$ cat config.mk
export PLATFORM = sky130hd
export DESIGN_NAME = cub_capture
export DESIGN_NICKNAME = d
export VERILOG_FILES = /design/src/rtl/cub_pkg.sv /design/src/rtl/cub_frame_ctl.sv /design/src/rtl/cub_chan_store.sv /design/src/rtl/cub_reg_read.sv /design/src/rtl/cub_capture.sv
export SDC_FILE = /design/constraint.sdc
export NUM_CORES = 2
export LEC_CHECK = 0
export BUFFER_PORTS_ARGS = -buffer_cell sky130_fd_sc_hd__buf_4
export CAP_MARGIN = 20
export CORE_MARGIN = 4
export CORE_UTILIZATION = 54
export CTS_CLUSTER_SIZE = 10
export DETAILED_ROUTE_END_ITERATION = 7
export PLACE_DENSITY = 0.67
export REMOVE_ABC_BUFFERS = 1
export SLEW_MARGIN = 20
export SYNTH_ARGS = -nofsm -noshare
export SYNTH_HDL_FRONTEND = slang
export SYNTH_HIERARCHICAL = 1
export SYNTH_SLANG_ARGS = --single-unit
$ cat constraint.sdc
create_clock -name clk -period 7.38 [get_ports clk]
set_input_delay 0.369 -clock clk [delete_from_list [all_inputs] [get_ports clk]]
set_output_delay 0.369 -clock clk [all_outputs]
set_load 0.05 [all_outputs]
$ cat src/rtl/cub_pkg.sv
package cub_pkg;
  localparam int CS_BASE       = 'h30;
  localparam int UD_BASE       = 'h48;
  localparam int CH_STRIDE     = 'h30;
  localparam int EVT_W         = 16;
  localparam int EVT_BLK_END   = 3;
  localparam int EVT_CSC0      = 8;
  localparam int EVT_BLK_START = 11;
endpackage

$ cat src/rtl/cub_frame_ctl.sv
module cub_frame_ctl #(
  parameter int BLK_BITS = 192,
  parameter int NCH      = 2,
  parameter int CH_W     = 1,
  parameter int IDX_W    = 8
) (
  input  logic             clk,
  input  logic             rst_n,
  input  logic             acc,
  input  logic [CH_W-1:0]  ch,
  input  logic             bstart,
  output logic             wr_en,
  output logic [IDX_W-1:0] wr_idx,
  output logic             commit,
  output logic             start
);
  localparam logic [IDX_W-1:0] LAST    = IDX_W'(BLK_BITS - 1);
  localparam logic [CH_W-1:0]  LAST_CH = CH_W'(NCH - 1);

  logic             armed_q;
  logic [IDX_W-1:0] fidx_q;

  always_comb begin
    start  = acc && (ch == '0) && bstart;
    wr_en  = acc && (armed_q || start);
    wr_idx = start ? '0 : fidx_q;
    commit = wr_en && (ch == LAST_CH) && (wr_idx == LAST);
  end

  always_ff @(posedge clk) begin
    if (!rst_n) begin
      armed_q <= 1'b0;
      fidx_q  <= '0;
    end else if (start) begin
      armed_q <= 1'b1;
      fidx_q  <= '0;
    end else if (commit) begin
      armed_q <= 1'b0;
      fidx_q  <= '0;
    end else if (wr_en && (ch == LAST_CH)) begin
      fidx_q  <= fidx_q + IDX_W'(1);
    end
  end
endmodule

$ cat src/rtl/cub_chan_store.sv
module cub_chan_store #(
  parameter int BLK_BITS = 192,
  parameter int CH_W     = 1,
  parameter int IDX_W    = 8,
  parameter int CH_ID    = 0
) (
  input  logic                clk,
  input  logic                rst_n,
  input  logic                wr_en,
  input  logic [CH_W-1:0]     wr_ch,
  input  logic [IDX_W-1:0]    wr_idx,
  input  logic                cbit,
  input  logic                ubit,
  input  logic                commit,
  output logic [BLK_BITS-1:0] cs_vis,
  output logic [BLK_BITS-1:0] ud_vis,
  output logic                csc
);
  logic [BLK_BITS-1:0] cs_sh, ud_sh, cs_nx, ud_nx;

  always_comb begin
    cs_nx = cs_sh;
    ud_nx = ud_sh;
    if (wr_en && (wr_ch == CH_W'(CH_ID))) begin
      cs_nx[wr_idx] = cbit;
      ud_nx[wr_idx] = ubit;
    end
  end

  always_ff @(posedge clk) begin
    if (!rst_n) begin
      cs_sh  <= '0;
      ud_sh  <= '0;
      cs_vis <= '0;
      ud_vis <= '0;
      csc    <= 1'b0;
    end else begin
      cs_sh <= cs_nx;
      ud_sh <= ud_nx;
      csc   <= commit && (cs_nx != cs_vis);
      if (commit) begin
        cs_vis <= cs_nx;
        ud_vis <= ud_nx;
      end
    end
  end
endmodule

$ cat src/rtl/cub_reg_read.sv
module cub_reg_read
  import cub_pkg::*;
#(
  parameter int NCH      = 2,
  parameter int BLK_BITS = 192,
  parameter int WORD_W   = 32,
  parameter int ADDR_W   = 8
) (
  input  logic                          clk,
  input  logic                          rst_n,
  input  logic                          rd_en,
  input  logic [ADDR_W-1:0]             rd_addr,
  input  logic [NCH-1:0][BLK_BITS-1:0]  cs_vis,
  input  logic [NCH-1:0][BLK_BITS-1:0]  ud_vis,
  output logic [WORD_W-1:0]             rd_data
);
  localparam int WORDS      = BLK_BITS / WORD_W;
  localparam int WORD_BYTES = WORD_W / 8;

  logic [WORD_W-1:0] sel;

  always_comb begin
    sel = '0;
    for (int c = 0; c < NCH; c++) begin
      for (int w = 0; w < WORDS; w++) begin
        if (rd_addr == ADDR_W'(CS_BASE + c * CH_STRIDE + w * WORD_BYTES))
          sel = cs_vis[c][w*WORD_W +: WORD_W];
        if (rd_addr == ADDR_W'(UD_BASE + c * CH_STRIDE + w * WORD_BYTES))
          sel = ud_vis[c][w*WORD_W +: WORD_W];
      end
    end
  end

  always_ff @(posedge clk) begin
    if (!rst_n)     rd_data <= '0;
    else if (rd_en) rd_data <= sel;
  end
endmodule

$ cat src/rtl/cub_capture.sv
module cub_capture
  import cub_pkg::*;
#(
  parameter int NCH      = 2,
  parameter int BLK_BITS = 192,
  parameter int WORD_W   = 32,
  parameter int ADDR_W   = 8,
  parameter int CH_W     = (NCH > 1) ? $clog2(NCH) : 1,
  parameter int IDX_W    = $clog2(BLK_BITS)
) (
  input  logic              clk,
  input  logic              rst_n,
  input  logic              sf_valid,
  output logic              sf_ready,
  input  logic [CH_W-1:0]   sf_chan,
  input  logic              sf_cbit,
  input  logic              sf_ubit,
  input  logic              sf_bstart,
  input  logic              rd_en,
  input  logic [ADDR_W-1:0] rd_addr,
  output logic [WORD_W-1:0] rd_data,
  output logic [EVT_W-1:0]  irq_evt
);
  logic                         acc, wr_en, commit, start;
  logic [IDX_W-1:0]             wr_idx;
  logic [NCH-1:0][BLK_BITS-1:0] cs_vis, ud_vis;
  logic [NCH-1:0]               csc;
  logic                         end_q, start_q;

  assign sf_ready = 1'b1;
  assign acc      = sf_valid;

  cub_frame_ctl #(.BLK_BITS(BLK_BITS), .NCH(NCH), .CH_W(CH_W), .IDX_W(IDX_W)) u_ctl (
    .clk(clk), .rst_n(rst_n), .acc(acc), .ch(sf_chan), .bstart(sf_bstart),
    .wr_en(wr_en), .wr_idx(wr_idx), .commit(commit), .start(start)
  );

  for (genvar c = 0; c < NCH; c++) begin : g_ch
    cub_chan_store #(.BLK_BITS(BLK_BITS), .CH_W(CH_W), .IDX_W(IDX_W), .CH_ID(c)) u_st (
      .clk(clk), .rst_n(rst_n), .wr_en(wr_en), .wr_ch(sf_chan), .wr_idx(wr_idx),
      .cbit(sf_cbit), .ubit(sf_ubit), .commit(commit),
      .cs_vis(cs_vis[c]), .ud_vis(ud_vis[c]), .csc(csc[c])
    );
  end

  cub_reg_read #(.NCH(NCH), .BLK_BITS(BLK_BITS), .WORD_W(WORD_W), .ADDR_W(ADDR_W)) u_rd (
    .clk(clk), .rst_n(rst_n), .rd_en(rd_en), .rd_addr(rd_addr),
    .cs_vis(cs_vis), .ud_vis(ud_vis), .rd_data(rd_data)
  );

  always_ff @(posedge clk) begin
    if (!rst_n) begin
      end_q   <= 1'b0;
      start_q <= 1'b0;
    end else begin
      end_q   <= commit;
      start_q <= start;
    end
  end

  always_comb begin
    irq_evt = '0;
    irq_evt[EVT_BLK_END]   = end_q;
    irq_evt[EVT_BLK_START] = start_q;
    irq_evt[EVT_CSC0 +: NCH] = csc;
  end
endmodule

## Word-level counts from Yosys, hierarchy flattened

Cells that the tools add are included.

- Add/sub/neg operators: 1
- Order comparisons: 2
- Equality and inequality tests: 27
- Muxes and demuxes: 37
- Bitwise gates (word level): 2
- Reductions and logical operators: 12

Operators by type and width:

| operator | count |
|---|---|
| bitwise mux 192 bit | 4 |
| two-way mux 192 bit | 4 |
| two-way mux 32 bit | 24 |
| inequality test 192 bit | 2 |
| == test 8 x 7 -> 1 bit, second input constant | 16 |
| == test 8 bit, second input constant | 5 |
| == test 8 x 6 -> 1 bit, second input constant | 4 |
| logical AND 1 bit | 9 |
| less-than comparator 8 x 9 -> 1 bit, second input constant | 1 |
| adder 8 x 1 -> 8 bit, second input constant | 1 |
| demux 1 bit (select 8 bit) | 1 |
| >= comparator 8 x 1 -> 1 bit, second input constant | 1 |
| two-way mux 8 bit | 1 |
| two-way mux 1 bit | 3 |
| OR reduction 3 bit | 1 |
| inverter 1 bit | 2 |
| nonzero test 2 bit | 1 |
| logical OR 1 bit | 1 |

- Bits in registers: 1,581
- Input bits: 16
- Output and inout bits: 49

## Logic depth before layout (Yosys ltp)

- Depth after elaboration: 25
- Depth in mapped cells: 15

## Cells and area by module

Netlist, hierarchy kept.

By module, submodules not included:

| module | times used | cells an instance | area an instance (um^2) | seq. area each (um^2) |
|---|---|---|---|---|
| cub_chan_store at g_ch[1].u_st | 1 | 3,575 | 34,096.5 | 15,394.8 |
| cub_chan_store at g_ch[0].u_st | 1 | 3,468 | 33,616.0 | 15,394.8 |
| cub_reg_read | 1 | 947 | 6,790.3 | 640.6 |
| cub_frame_ctl | 1 | 58 | 499.2 | 180.2 |
| cub_capture | 1 | 21 | 172.7 | 40.0 |

## Worst setup path before layout

No wires, ideal clock.

- Path type: input-to-reg
- Start: in sf_chan
- End: reg g_ch[0].u_st.csc
- Data arrival time: 3,517 ps
- Required time: 7,240 ps
- Slack: 3,723 ps
- Stages: 12
- Buffers on the path: 2
- Cell sequence: nand3b_1 -> and2_1 -> buf_4 -> or4b_2 -> clkbuf_1 -> nor3_1 -> mux2i_1 -> o22ai_1 -> or4_1 -> nor4_1 -> nor4bb_1 -> a41oi_1

- Cells in the longest elaborated chain, start to end: 12
- Elaborated cells on any way between the ends: 19
- Those cells by class: order compare (2); eq/ne (2); mux (5); bitwise (1); reduce/logical (9)

RTL lines:

| item | RTL line | RTL |
|---|---|---|
| start: declaration | cub_capture.sv:15 | `input logic [CH_W-1:0] sf_chan,` |
| inverter 1 bit (*) | cub_frame_ctl.sv:24 | `start = acc && (ch == '0) && bstart;` |
| logical AND 1 bit (*) (2 in series) | cub_frame_ctl.sv:24 |  |
| two-way mux 8 bit (*) | cub_frame_ctl.sv:26 | `wr_idx = start ? '0 : fidx_q;` |
| named net wr_idx[7] | cub_capture.sv:25 | `logic [IDX_W-1:0] wr_idx;` |
| less-than comparator 8 x 9 -> 1 bit (implied by the code) or >= comparator 8 x 1 -> 1 bit (tied branches) | cub_chan_store.sv:25 | `cs_nx[wr_idx] = cbit;` |
| logical AND 1 bit (implied by the code) | cub_chan_store.sv:25 |  |
| two-way mux 1 bit (implied by the code) | cub_chan_store.sv:25 |  |
| demux 1 bit (select 8 bit) | -- |  |
| bitwise mux 192 bit | cub_chan_store.sv:25 |  |
| two-way mux 192 bit | cub_chan_store.sv:24 | `if (wr_en && (wr_ch == CH_W'(CH_ID))) begin` |
| inequality test 192 bit | cub_chan_store.sv:40 | `csc <= commit && (cs_nx != cs_vis);` |
| logical AND 1 bit (*) | cub_chan_store.sv:40 |  |
| end signal: assignment | cub_chan_store.sv:40 |  |
| end: declaration | cub_chan_store.sv:17 | `output logic csc` |

The timed path passes the listed nets; every way through them passes the cells marked *.
A chain may end at the register's enable or synchronous reset.

## Worst setup path after layout

- Start: reg u_ctl.fidx_q[7]
- End: reg g_ch[1].u_st.csc

- Cells in the longest elaborated chain, start to end: 9
- Elaborated cells on any way between the ends: 12
- Those cells by class: order compare (2); eq/ne (2); mux (5); reduce/logical (3)

RTL lines:

| item | RTL line | RTL |
|---|---|---|
| start: declaration | cub_frame_ctl.sv:21 | `logic [IDX_W-1:0] fidx_q;` |
| start signal: assignment | cub_frame_ctl.sv:41 | `fidx_q <= fidx_q + IDX_W'(1);` |
| two-way mux 8 bit (*) | cub_frame_ctl.sv:26 |  |
| named net wr_idx[7] | cub_capture.sv:25 |  |
| less-than comparator 8 x 9 -> 1 bit (implied by the code) or >= comparator 8 x 1 -> 1 bit (tied branches) | cub_chan_store.sv:25 |  |
| logical AND 1 bit (implied by the code) | cub_chan_store.sv:25 |  |
| two-way mux 1 bit (implied by the code) | cub_chan_store.sv:25 |  |
| demux 1 bit (select 8 bit) | -- |  |
| bitwise mux 192 bit | cub_chan_store.sv:25 |  |
| two-way mux 192 bit | cub_chan_store.sv:24 |  |
| inequality test 192 bit | cub_chan_store.sv:40 |  |
| logical AND 1 bit (*) | cub_chan_store.sv:40 |  |
| end signal: assignment | cub_chan_store.sv:40 |  |
| end: declaration | cub_chan_store.sv:17 |  |

Marked as above.

==> results.sh <==
export IMPL_status="complete, but fails checks"
export IMPL_violations="DRC"
export IMPL_clk_latency_ps=840
export IMPL_port_buffers=51
export IMPL_multi_input_area_um2=40400
export IMPL_antenna_found_initial=20
export IMPL_seqCellArea_um2=31700
export IMPL_grt_ovfl_total=0
export IMPL_hold_path_class="input port to register"
export IMPL_drt_pass1_iterations=8
export IMPL_cp_max_fo=45
export IMPL_ir_drop_mv=0.192
export IMPL_rsz0062_at_grt="false"
export IMPL_setup_slack_ps=1340
export IMPL_synth_top_area_cell="dfxtp_1"
export IMPL_maxSlewViolCount=0
export IMPL_ys_top_cells_by_area="dfxtp_1, o211a_1, mux2i_1, nor2b_1, nand2_1"
export IMPL_syn_avg_cell_area_um2=9.32
export IMPL_io_pins=65
export IMPL_synth_top_cell_area_share_pct=42.1
export IMPL_cts_inserted_buffers=183
export IMPL_ys_ff_latch=1581
export IMPL_tightest_slew_ps=1380
export IMPL_layout_commonest_cell="dfxtp_1"
export IMPL_synth_cell_types=101
export IMPL_seq_area_frac_synth_pct=42.1
export IMPL_cts_tree="built"
export IMPL_drtAntennaViolNets=0
export IMPL_area_delta_synth_final_pct=9.51
export IMPL_synth_ff_type="dfxtp_1"
export IMPL_synth_edf_count=0
export IMPL_worstSetupPathType="register to register"
export IMPL_drt_wl_total_um=335000
export IMPL_p_per_area_nw_per_um2=213
export IMPL_first_iter_violations=11800
export IMPL_grt_pass1_vias=61300
export IMPL_clock_sinks=1581
export IMPL_cap_viol_max_count=0
export IMPL_post_place_ws_ps=1080
export IMPL_fill_cells=12100
export IMPL_slew_headroom_pct=7.46
export IMPL_final_layout_size_suffix_gt1_share_pct=8.19
export IMPL_finalPower_w=0.0176
export IMPL_async_flop_share_pct=0
export IMPL_routed_via_density=7.07
export IMPL_required_ps=8040
export IMPL_period_minus_slack_ps=6040
export IMPL_wl_per_cell_um=34.7
export IMPL_fp_dieArea_um2=145000
export IMPL_nets=7791
export IMPL_postCtsSetupRepairBufs=0
export IMPL_dp_hpwl_um=233000
export IMPL_die_y_um=381
export IMPL_worst_setup_path_end_kind="register"
export IMPL_cts_htree_levels=4
export IMPL_root_buffer="clkbuf_16"
export IMPL_post_route_period_util_pct=81.8
export IMPL_r2r_slack_ps=1340
export IMPL_skew_ps=29.7
export IMPL_die_w_um=381
export IMPL_finalSetupViolations=0
export IMPL_leakage_nw=34.9
export IMPL_netlist_area_um2=75200
export IMPL_report_final_hold_viol_count=0
export IMPL_gp_congestion=1.09
export IMPL_final_cell_mix="dfxtp_1, nand2_1, nor2b_1"
export IMPL_initial_core_util_pct=54.5
export IMPL_cts_buffer_depth=3
export IMPL_num_vias=68200
export IMPL_cp_start_kind="register"
export IMPL_grt_first_pass_wirelength_um=465000
export IMPL_final_util_pct=59.7
export IMPL_cp_arrival_ps=6700
export IMPL_clk_pin_slew_ps=60
export IMPL_grt_usage_pct=44.0
export IMPL_rows=136
export IMPL_synth_cells=8069
export IMPL_grt_max_degree=246
export IMPL_finalSetupTns_ps=0
export IMPL_yosys_warnings=6
export IMPL_drc=5
export IMPL_core_um2=138000
export IMPL_max_freq_mhz=166
==> metrics by stage <==
| stage | hold WS (ps) | cell area, um2 | instances |
|---|---|---|---|
| final | 91.7 | 82300 | 9644 |
| after global routing | 99.2 | 82300 | 9624 |
| after detailed placement | 465 | 76900 | 9378 |
| after floorplan | 449 | 72000 | 7306 |
| after global placement | 456 | 76900 | 9374 |
| after CTS | 43.9 | 82200 | 9621 |
==> flip-flops by register name, summed over array words and instances (netlist names), 2 cells and up <==
register and cells:
u_rd/rd_data 32, g_ch.u_st/cs_sh 384, g_ch.u_st/ud_sh 384, u_ctl/fidx_q 8
g_ch.u_st/csc 2, g_ch.u_st/ud_vis 384, g_ch.u_st/cs_vis 384
==> repair_timing <==
action,CTS,global route
hold buffers,2,0
hold endpoints to repair,12,0
resized for setup,0,0
==> per-layer routing <==
layer / up-vias / track usage [%] / share of wire, %
met4: 16 / 18.3 / 5.1
met2: 4932 / 58.2 / 38
met1: 33600 / 63.2 / 41
li1: 28800 / - / -
met5: - / 0.198 / 0.038
met3: 938 / 16.6 / 15
==> cell type report <==
class | count | area share [%]
diodes | 20 | 0.0608
clock buffers | 219 | 5.88
clock inverters | 22 | 0.538
repair buffers | 283 | 2.94
well taps | 1794 | 2.73
inverters | 72 | 0.328
flip-flops and latches | 1581 | 38.4
multi-input cells | 5653 | 49.1
==> worst max-delay path, cell delays in order, from the launching register on <==
cell,delay (ps)
dfxtp_1,400
and2_2,970
or4b_1,820
buf_4,340
nor3_1,670
mux2i_1,390
xnor2_1,220
a2111oi_0,1010
nand4_1,170
nor4_1,630
a41oi_1,220
==> report_power, final <==
group	leakage, nW	total, W	switching [W]	internal (W)
Sequential	12.7	0.00855	0.00000345	0.00854
Clock	2.57	0.00844	0.00363	0.00481
Combinational	19.6	0.000589	0.000444	0.000145
==> cells in the mapped netlist, drive strengths merged, types with 14 or more instances <==
| cell | count |
|---|---|
| nand4bb | 15 |
| nor2 | 216 |
| nor4b | 20 |
| nand3 | 199 |
| o311ai | 25 |
| o22ai | 96 |
| or4b | 16 |
| clkbuf | 512 |
| nor4 | 117 |
| nor3 | 184 |
| a22oi | 108 |
| a311o | 16 |
| dfxtp | 1581 |
| nor2b | 801 |
| xor2 | 70 |
| nand2b | 33 |
| or4 | 35 |
| nand4 | 120 |
| a21boi | 17 |
| o211ai | 24 |
| nand3b | 24 |
| xnor2 | 132 |
| o21ai | 35 |
| a311oi | 23 |
| inv | 70 |
| a22o | 20 |
| o221ai | 79 |
| a32oi | 14 |
| o2bb2ai | 26 |
| a21oi | 194 |
| and3 | 17 |
| or3 | 50 |
| mux2i | 728 |
| o211a | 765 |
| nand2 | 950 |
| buf | 262 |
| o2111ai | 24 |
| mux2 | 22 |
| a222oi | 22 |
| a2111oi | 21 |
| nor3b | 16 |
| a31oi | 54 |
| a221oi | 48 |
| o31ai | 47 |
| and2 | 40 |
==> path summary, 6_finish.rpt <==
path / startpoint / to / cells past startpoint
worst min register to register: g_ch[1].u_st/ud_vis[30]$_SDFFE_PN0P_ / g_ch[1].u_st/ud_vis[30]$_SDFFE_PN0P_ / 1
worst max register to register: u_ctl/fidx_q[7]$_SDFFE_PP0P_ / g_ch[1].u_st/csc$_SDFF_PN0_ / 10
worst min-delay path: sf_valid / u_ctl/fidx_q[0]$_SDFFE_PP0P_ / 4
worst max-delay path: u_ctl/fidx_q[7]$_SDFFE_PP0P_ / g_ch[1].u_st/csc$_SDFF_PN0_ / 10
==> cells by family after synthesis <==
kind of cell / share of synthesized area (%)
buf+inv: 4.66
simple gates: 20.9
other cells: 0.00999
xor+xnor: 2.35
flops: 42.1
fa+ha+maj: 0.0166
compound gates: 20.0
mux: 10.0
No activity file was read; power rests on OpenSTA's default activity.
